## src/rtl/clksrc_pkg.sv

```systemverilog
package clksrc_pkg;
  typedef enum logic [1:0] {
    SUB_RUN  = 2'd0,
    SUB_HALT = 2'd1,
    SUB_STOP = 2'd2
  } sub_e;
endpackage

```

## src/rtl/clksrc_stab_cnt.sv

```systemverilog
// Crystal settling counter: runs while the crystal is enabled, restarts from zero otherwise.
module clksrc_stab_cnt #(
  parameter int STAB_CYCLES = 16
) (
  input  logic clk,
  input  logic rst,
  input  logic run,
  output logic done
);
  localparam int CNT_W = $clog2(STAB_CYCLES + 1);
  localparam logic [CNT_W-1:0] LAST = CNT_W'(STAB_CYCLES - 1);

  logic [CNT_W-1:0] cnt_q;

  always_ff @(posedge clk) begin
    if (rst || !run) begin
      cnt_q <= '0;
      done  <= 1'b0;
    end else if (!done) begin
      cnt_q <= cnt_q + 1'b1;
      done  <= (cnt_q == LAST);
    end
  end
endmodule

```

## src/rtl/clksrc_fsm.sv

```systemverilog
// Run-state and sub-state sequencer with registered outputs.
module clksrc_fsm
  import clksrc_pkg::*;
#(
  parameter int NUM_RST_SRC = 4
) (
  input  logic                   clk,
  input  logic                   rst,
  input  logic [NUM_RST_SRC-1:0] rst_src,
  input  logic                   lsosc_keep,
  input  logic                   xtal_stop_wr,
  input  logic                   xtal_stop_wdata,
  input  logic                   clk_sel_wr,
  input  logic                   clk_sel_wdata,
  input  logic                   halt_req,
  input  logic                   stop_req,
  input  logic                   irq,
  input  logic                   stab_done,
  output logic                   cpu_on_xtal,
  output logic                   hsosc_en,
  output logic                   xtal_en,
  output logic                   lsosc_en,
  output logic                   cpu_halted,
  output logic                   clk_stat
);
  logic xstop_q, xstop_n;   // crystal-stop bit
  logic sel_q, sel_n;       // requested clock select
  logic stat_q, stat_n;     // completed clock select
  sub_e sub_q, sub_n;
  logic force_st1;

  assign force_st1 = rst | (|rst_src);

  always_comb begin
    xstop_n = xstop_q;
    sel_n   = sel_q;
    stat_n  = stat_q;
    sub_n   = sub_q;
    if (sub_q == SUB_RUN) begin
      if (xtal_stop_wr) begin
        if (!xtal_stop_wdata)
          xstop_n = 1'b0;
        else if (!stat_q)
          xstop_n = 1'b1;
      end
      if (clk_sel_wr)
        sel_n = clk_sel_wdata;
      // Leaving the crystal follows the request; joining it waits for settling.
      stat_n = stat_q ? sel_q : (sel_q & ~xstop_n & stab_done);
      if (!irq) begin
        if (stop_req)
          sub_n = SUB_STOP;
        else if (halt_req)
          sub_n = SUB_HALT;
      end
    end else if (irq) begin
      sub_n = SUB_RUN;
    end
  end

  always_ff @(posedge clk) begin
    if (force_st1) begin
      xstop_q     <= 1'b1;
      sel_q       <= 1'b0;
      stat_q      <= 1'b0;
      sub_q       <= SUB_RUN;
      cpu_on_xtal <= 1'b0;
      clk_stat    <= 1'b0;
      hsosc_en    <= 1'b1;
      xtal_en     <= 1'b0;
      lsosc_en    <= 1'b1;
      cpu_halted  <= 1'b0;
    end else begin
      xstop_q     <= xstop_n;
      sel_q       <= sel_n;
      stat_q      <= stat_n;
      sub_q       <= sub_n;
      cpu_on_xtal <= stat_n;
      clk_stat    <= stat_n;
      hsosc_en    <= (sub_n != SUB_STOP);
      xtal_en     <= ~xstop_n & (sub_n != SUB_STOP);
      lsosc_en    <= lsosc_keep | (sub_n != SUB_STOP);
      cpu_halted  <= (sub_n != SUB_RUN);
    end
  end
endmodule

```

## src/rtl/clksrc_mode_ctrl.sv

```systemverilog
module clksrc_mode_ctrl #(
  parameter int NUM_RST_SRC = 4,
  parameter int STAB_CYCLES = 16
) (
  input  logic                   clk,
  input  logic                   rst,
  input  logic [NUM_RST_SRC-1:0] rst_src,
  input  logic                   lsosc_keep,
  input  logic                   xtal_stop_wr,
  input  logic                   xtal_stop_wdata,
  input  logic                   clk_sel_wr,
  input  logic                   clk_sel_wdata,
  input  logic                   halt_req,
  input  logic                   stop_req,
  input  logic                   irq,
  output logic                   cpu_on_xtal,
  output logic                   hsosc_en,
  output logic                   xtal_en,
  output logic                   lsosc_en,
  output logic                   cpu_halted,
  output logic                   clk_stat,
  output logic                   stab_done
);
  logic settle_done;

  clksrc_fsm #(.NUM_RST_SRC(NUM_RST_SRC)) fsm_i (
    .clk             (clk),
    .rst             (rst),
    .rst_src         (rst_src),
    .lsosc_keep      (lsosc_keep),
    .xtal_stop_wr    (xtal_stop_wr),
    .xtal_stop_wdata (xtal_stop_wdata),
    .clk_sel_wr      (clk_sel_wr),
    .clk_sel_wdata   (clk_sel_wdata),
    .halt_req        (halt_req),
    .stop_req        (stop_req),
    .irq             (irq),
    .stab_done       (settle_done),
    .cpu_on_xtal     (cpu_on_xtal),
    .hsosc_en        (hsosc_en),
    .xtal_en         (xtal_en),
    .lsosc_en        (lsosc_en),
    .cpu_halted      (cpu_halted),
    .clk_stat        (clk_stat)
  );

  clksrc_stab_cnt #(.STAB_CYCLES(STAB_CYCLES)) stab_i (
    .clk  (clk),
    .rst  (rst),
    .run  (xtal_en),
    .done (settle_done)
  );

  assign stab_done = settle_done;
endmodule

```

## config.mk

```make
export PLATFORM = sky130hd
export DESIGN_NAME = clksrc_mode_ctrl
export DESIGN_NICKNAME = d
export VERILOG_FILES = /design/src/rtl/clksrc_pkg.sv /design/src/rtl/clksrc_stab_cnt.sv /design/src/rtl/clksrc_fsm.sv /design/src/rtl/clksrc_mode_ctrl.sv
export SDC_FILE = /design/constraint.sdc
export NUM_CORES = 1
export LEC_CHECK = 0
export CAP_MARGIN = 20
export CORE_MARGIN = 2
export CORE_UTILIZATION = 45
export DETAILED_ROUTE_END_ITERATION = 8
export PLACE_DENSITY = 0.91
export SLEW_MARGIN = 15
export SYNTH_ARGS = -nofsm -noshare
export SYNTH_HDL_FRONTEND = slang
export SYNTH_SLANG_ARGS = --single-unit
```

## constraint.sdc

```tcl
create_clock -name clk -period 2.2 [get_ports clk]
set_input_delay 0.66 -clock clk [delete_from_list [all_inputs] [get_ports clk]]
set_output_delay 0.66 -clock clk [all_outputs]
set_load 0.01 [all_outputs]
```

==> results.cfg <==
[run_status]
status = finished clean

[worst_setup_path]
r2r_slack_ps = 920
path_cells = clkdlybuf4s50_1
worstRegToRegCells = 6
cp_num_buf_inv = 1
critPathLaunchType = register
slowest_delay_ps = 550
startpoint = fsm_i.cpu_on_xtal$_SDFFE_PP0P_
crit_path_end_kind = output port
required_ps = 1540
cp-endpoint = clk_stat
cp.depth = 1
cp_slowest_cell = clkdlybuf4s50_1
r2r_start = stab_i.cnt_q[0]$_SDFFE_PP0N_
rr_endpoint = stab_i.cnt_q[4]$_SDFFE_PP0N_
crit_fanout = 4
crit_arrival_ps = 1200
cp_top_family = buffers and inverters
setup.worst_path.class = register to output port

[power]
ir_drop_v = 0.000346
p_clk_frac = 0.324
comb_power_share = 0.087
power.share.sequential = 0.588
p_per_area_nw_per_um2 = 544
switchingPower_mw = 0.0937
intPower_mw = 0.370
p_leak_nw = 0.313
swShare = 0.202

[clock_network]
post-cts-setup-buffers = 0
cts_buffer_depth = 2
clockRootBuffer = clkbuf_4
path_clk_slew_ps = 90
tritoncts = yes
cts_buffers = 3
insertion_delay_ps = 270
hold_buffers = 0
cts_resized = 0
h-tree-depth = 1
clock_sinks = 15

[layout]
post-route-util = 0.663
layout.cells.most_common = clkdlybuf4s50_1
fill_cells = 123
layout_common_cells = clkdlybuf4s50_1 (20), dfxtp_1 (15), nor2_1 (10)
final_layout_size_suffix_gt1_frac = 0.0899
syn2layout_area_growth_pct = 40.1
num_antenna_cells = 0
nNetsFinal = 106

[grt]
met3_usage = 0.0326
grt_use_met1 = 0.206
grt_use_met2 = 0.325
grt_max_degree = 10
antenna_found_initial = 0
gr-total-overflow = 0
grt_use_total = 0.184
grt_pass1_vias = 487
grt_pass1_wl_um = 1970
busiest_layer = met2

[drt]
vias_per_cell = 5.36
drc_errors = 0
antenna_left = 0
wirelength_um = 1270
first_pass_iters = 4
routedWlPerCell_um = 12.2
route.vias.total = 557
drt_iter0_drc = 7

[placed_design]
io_buffers = 20
dp_slack_ps = 231
dp_hpwl_um = 945
gp_congestion = 0.696

[sta]
max_freq_ghz = 0.538
fin_ws_ps = 342
timing.hold.ws_ps = 495
hold_viol_final = 0
setup_violations = 0
rsz0062_at_grt = false
post-route-min-period_ps = 1860
fin_crit_sh = 0.844
setup_tns_ps = 0
slew-limit-headroom = 0.789
maxSlewViolCount = 0
worst_pin_slew_ps = 313
final.setup_skew_ps = 3.67

[floorplanning]
core-area_um2 = 1280
die_area_um2 = 1660
pin_count = 21
die_y_um = 40.8
num_rows = 13
fp.dieW_um = 40.8
initial_core_util = 0.473

[run]
cap_violations = 0

[synth]
synth_flop_cell = dfxtp_1
yosys_warnings = 0
ys_top_cells_by_area = dfxtp_1 (49%), nor3_1 (6.6%), nor2_1 (6.2%), ha_1 (4.1%), a21oi_1 (3.3%)
synth_seq_cells = 15
ys_types = 27
syn_avg_cell_area_um2 = 9.21
syn_inst = 66
ys_async_sr_fraction = 0
syn-cell-area_um2 = 608
synth_edf_count = 0
syn-num-nets = 82
synth_top_area_share = 0.494
yosysTopAreaCell = dfxtp_1
ys_seq_area_frac = 0.494

[hold_path]
hp-class = register to register
layout make-up:
class	count	area [um2]	area share
sequential	15	300	0.352
multi-input combinational	46	284	0.333
timing repair buffer	22	215	0.253
clock buffer	4	26.3	0.0308
tap	15	18.8	0.0220
inverter	2	7.51	0.00881
how the worst min path moves through the flow:
stage	slack (ps)	start	cells after the start	end
floorplan	450	stab_i.cnt_q[4]$_SDFFE_PP0N_	2	stab_i.cnt_q[4]$_SDFFE_PP0N_
global placement	470	stab_i.cnt_q[4]$_SDFFE_PP0N_	2	stab_i.cnt_q[4]$_SDFFE_PP0N_
detailed placement	480	stab_i.cnt_q[4]$_SDFFE_PP0N_	2	stab_i.cnt_q[4]$_SDFFE_PP0N_
CTS	500	stab_i.cnt_q[4]$_SDFFE_PP0N_	2	stab_i.cnt_q[4]$_SDFFE_PP0N_
global route	550	stab_i.cnt_q[4]$_SDFFE_PP0N_	2	stab_i.cnt_q[4]$_SDFFE_PP0N_
finish	500	stab_i.cnt_q[4]$_SDFFE_PP0N_	2	stab_i.cnt_q[4]$_SDFFE_PP0N_
sequential cells by signal, indices dropped and copies added, names as in the netlist:
signal and flops:
fsm_i.hsosc_en 1, stab_i.cnt_q 5, fsm_i.xstop_q 1, fsm_i.cpu_halted 1, fsm_i.sel_q 1, fsm_i.cpu_on_xtal 1, stab_i.done 1, fsm_i.lsosc_en 1
fsm_i.xtal_en 1, fsm_i.sub_q 2
power by group through the flow:
stage	Combinational, mW	Sequential (mW)	Clock [mW]
4_1_cts	0.0402	0.273	0.155
5_1_grt	0.0443	0.273	0.166
2_1_floorplan	0.0107	0.279	0
6_report	0.0404	0.273	0.150
3_5_place_dp	0.0399	0.279	0
3_3_place_gp	0.0386	0.279	0
per-stage QoR:
stage | cell area [um2] | cells | power, mW
3_5_place_dp | 826 | 100 | 0.319
4_1_cts | 852 | 104 | 0.468
3_3_place_gp | 826 | 100 | 0.318
5_1_grt | 852 | 104 | 0.483
2_1_floorplan | 608 | 66 | 0.290
6_report | 852 | 104 | 0.464
synthesized netlist by cell type, types with 2 or more instances:
library cell / n
dfxtp_1: 15
nor2_1: 10
nor3_1: 8
a21oi_1: 4
ha_1: 2
inv_1: 2
mux2i_1: 2
nor2b_1: 2
or3_1: 2
xor2_1: 2
per-layer routing:
metal / wire length, um / share of wire
met5: 0 / 0
met4: 27 / 0.021
met3: 68 / 0.054
met2: 621 / 0.49
met1: 553 / 0.44
kinds of logic after synthesis:
group | count (synthesis) | share of synthesized area
AOI/OAI and AO/OA | 7 | 0.0741
buffers and inverters | 5 | 0.0391
and+or+nand+nor | 32 | 0.276
xor gates and xnor gates | 3 | 0.0432
adders and majority gates | 2 | 0.0411
muxes | 2 | 0.0329
DFF | 15 | 0.494
(Power assumes the default switching activity.)
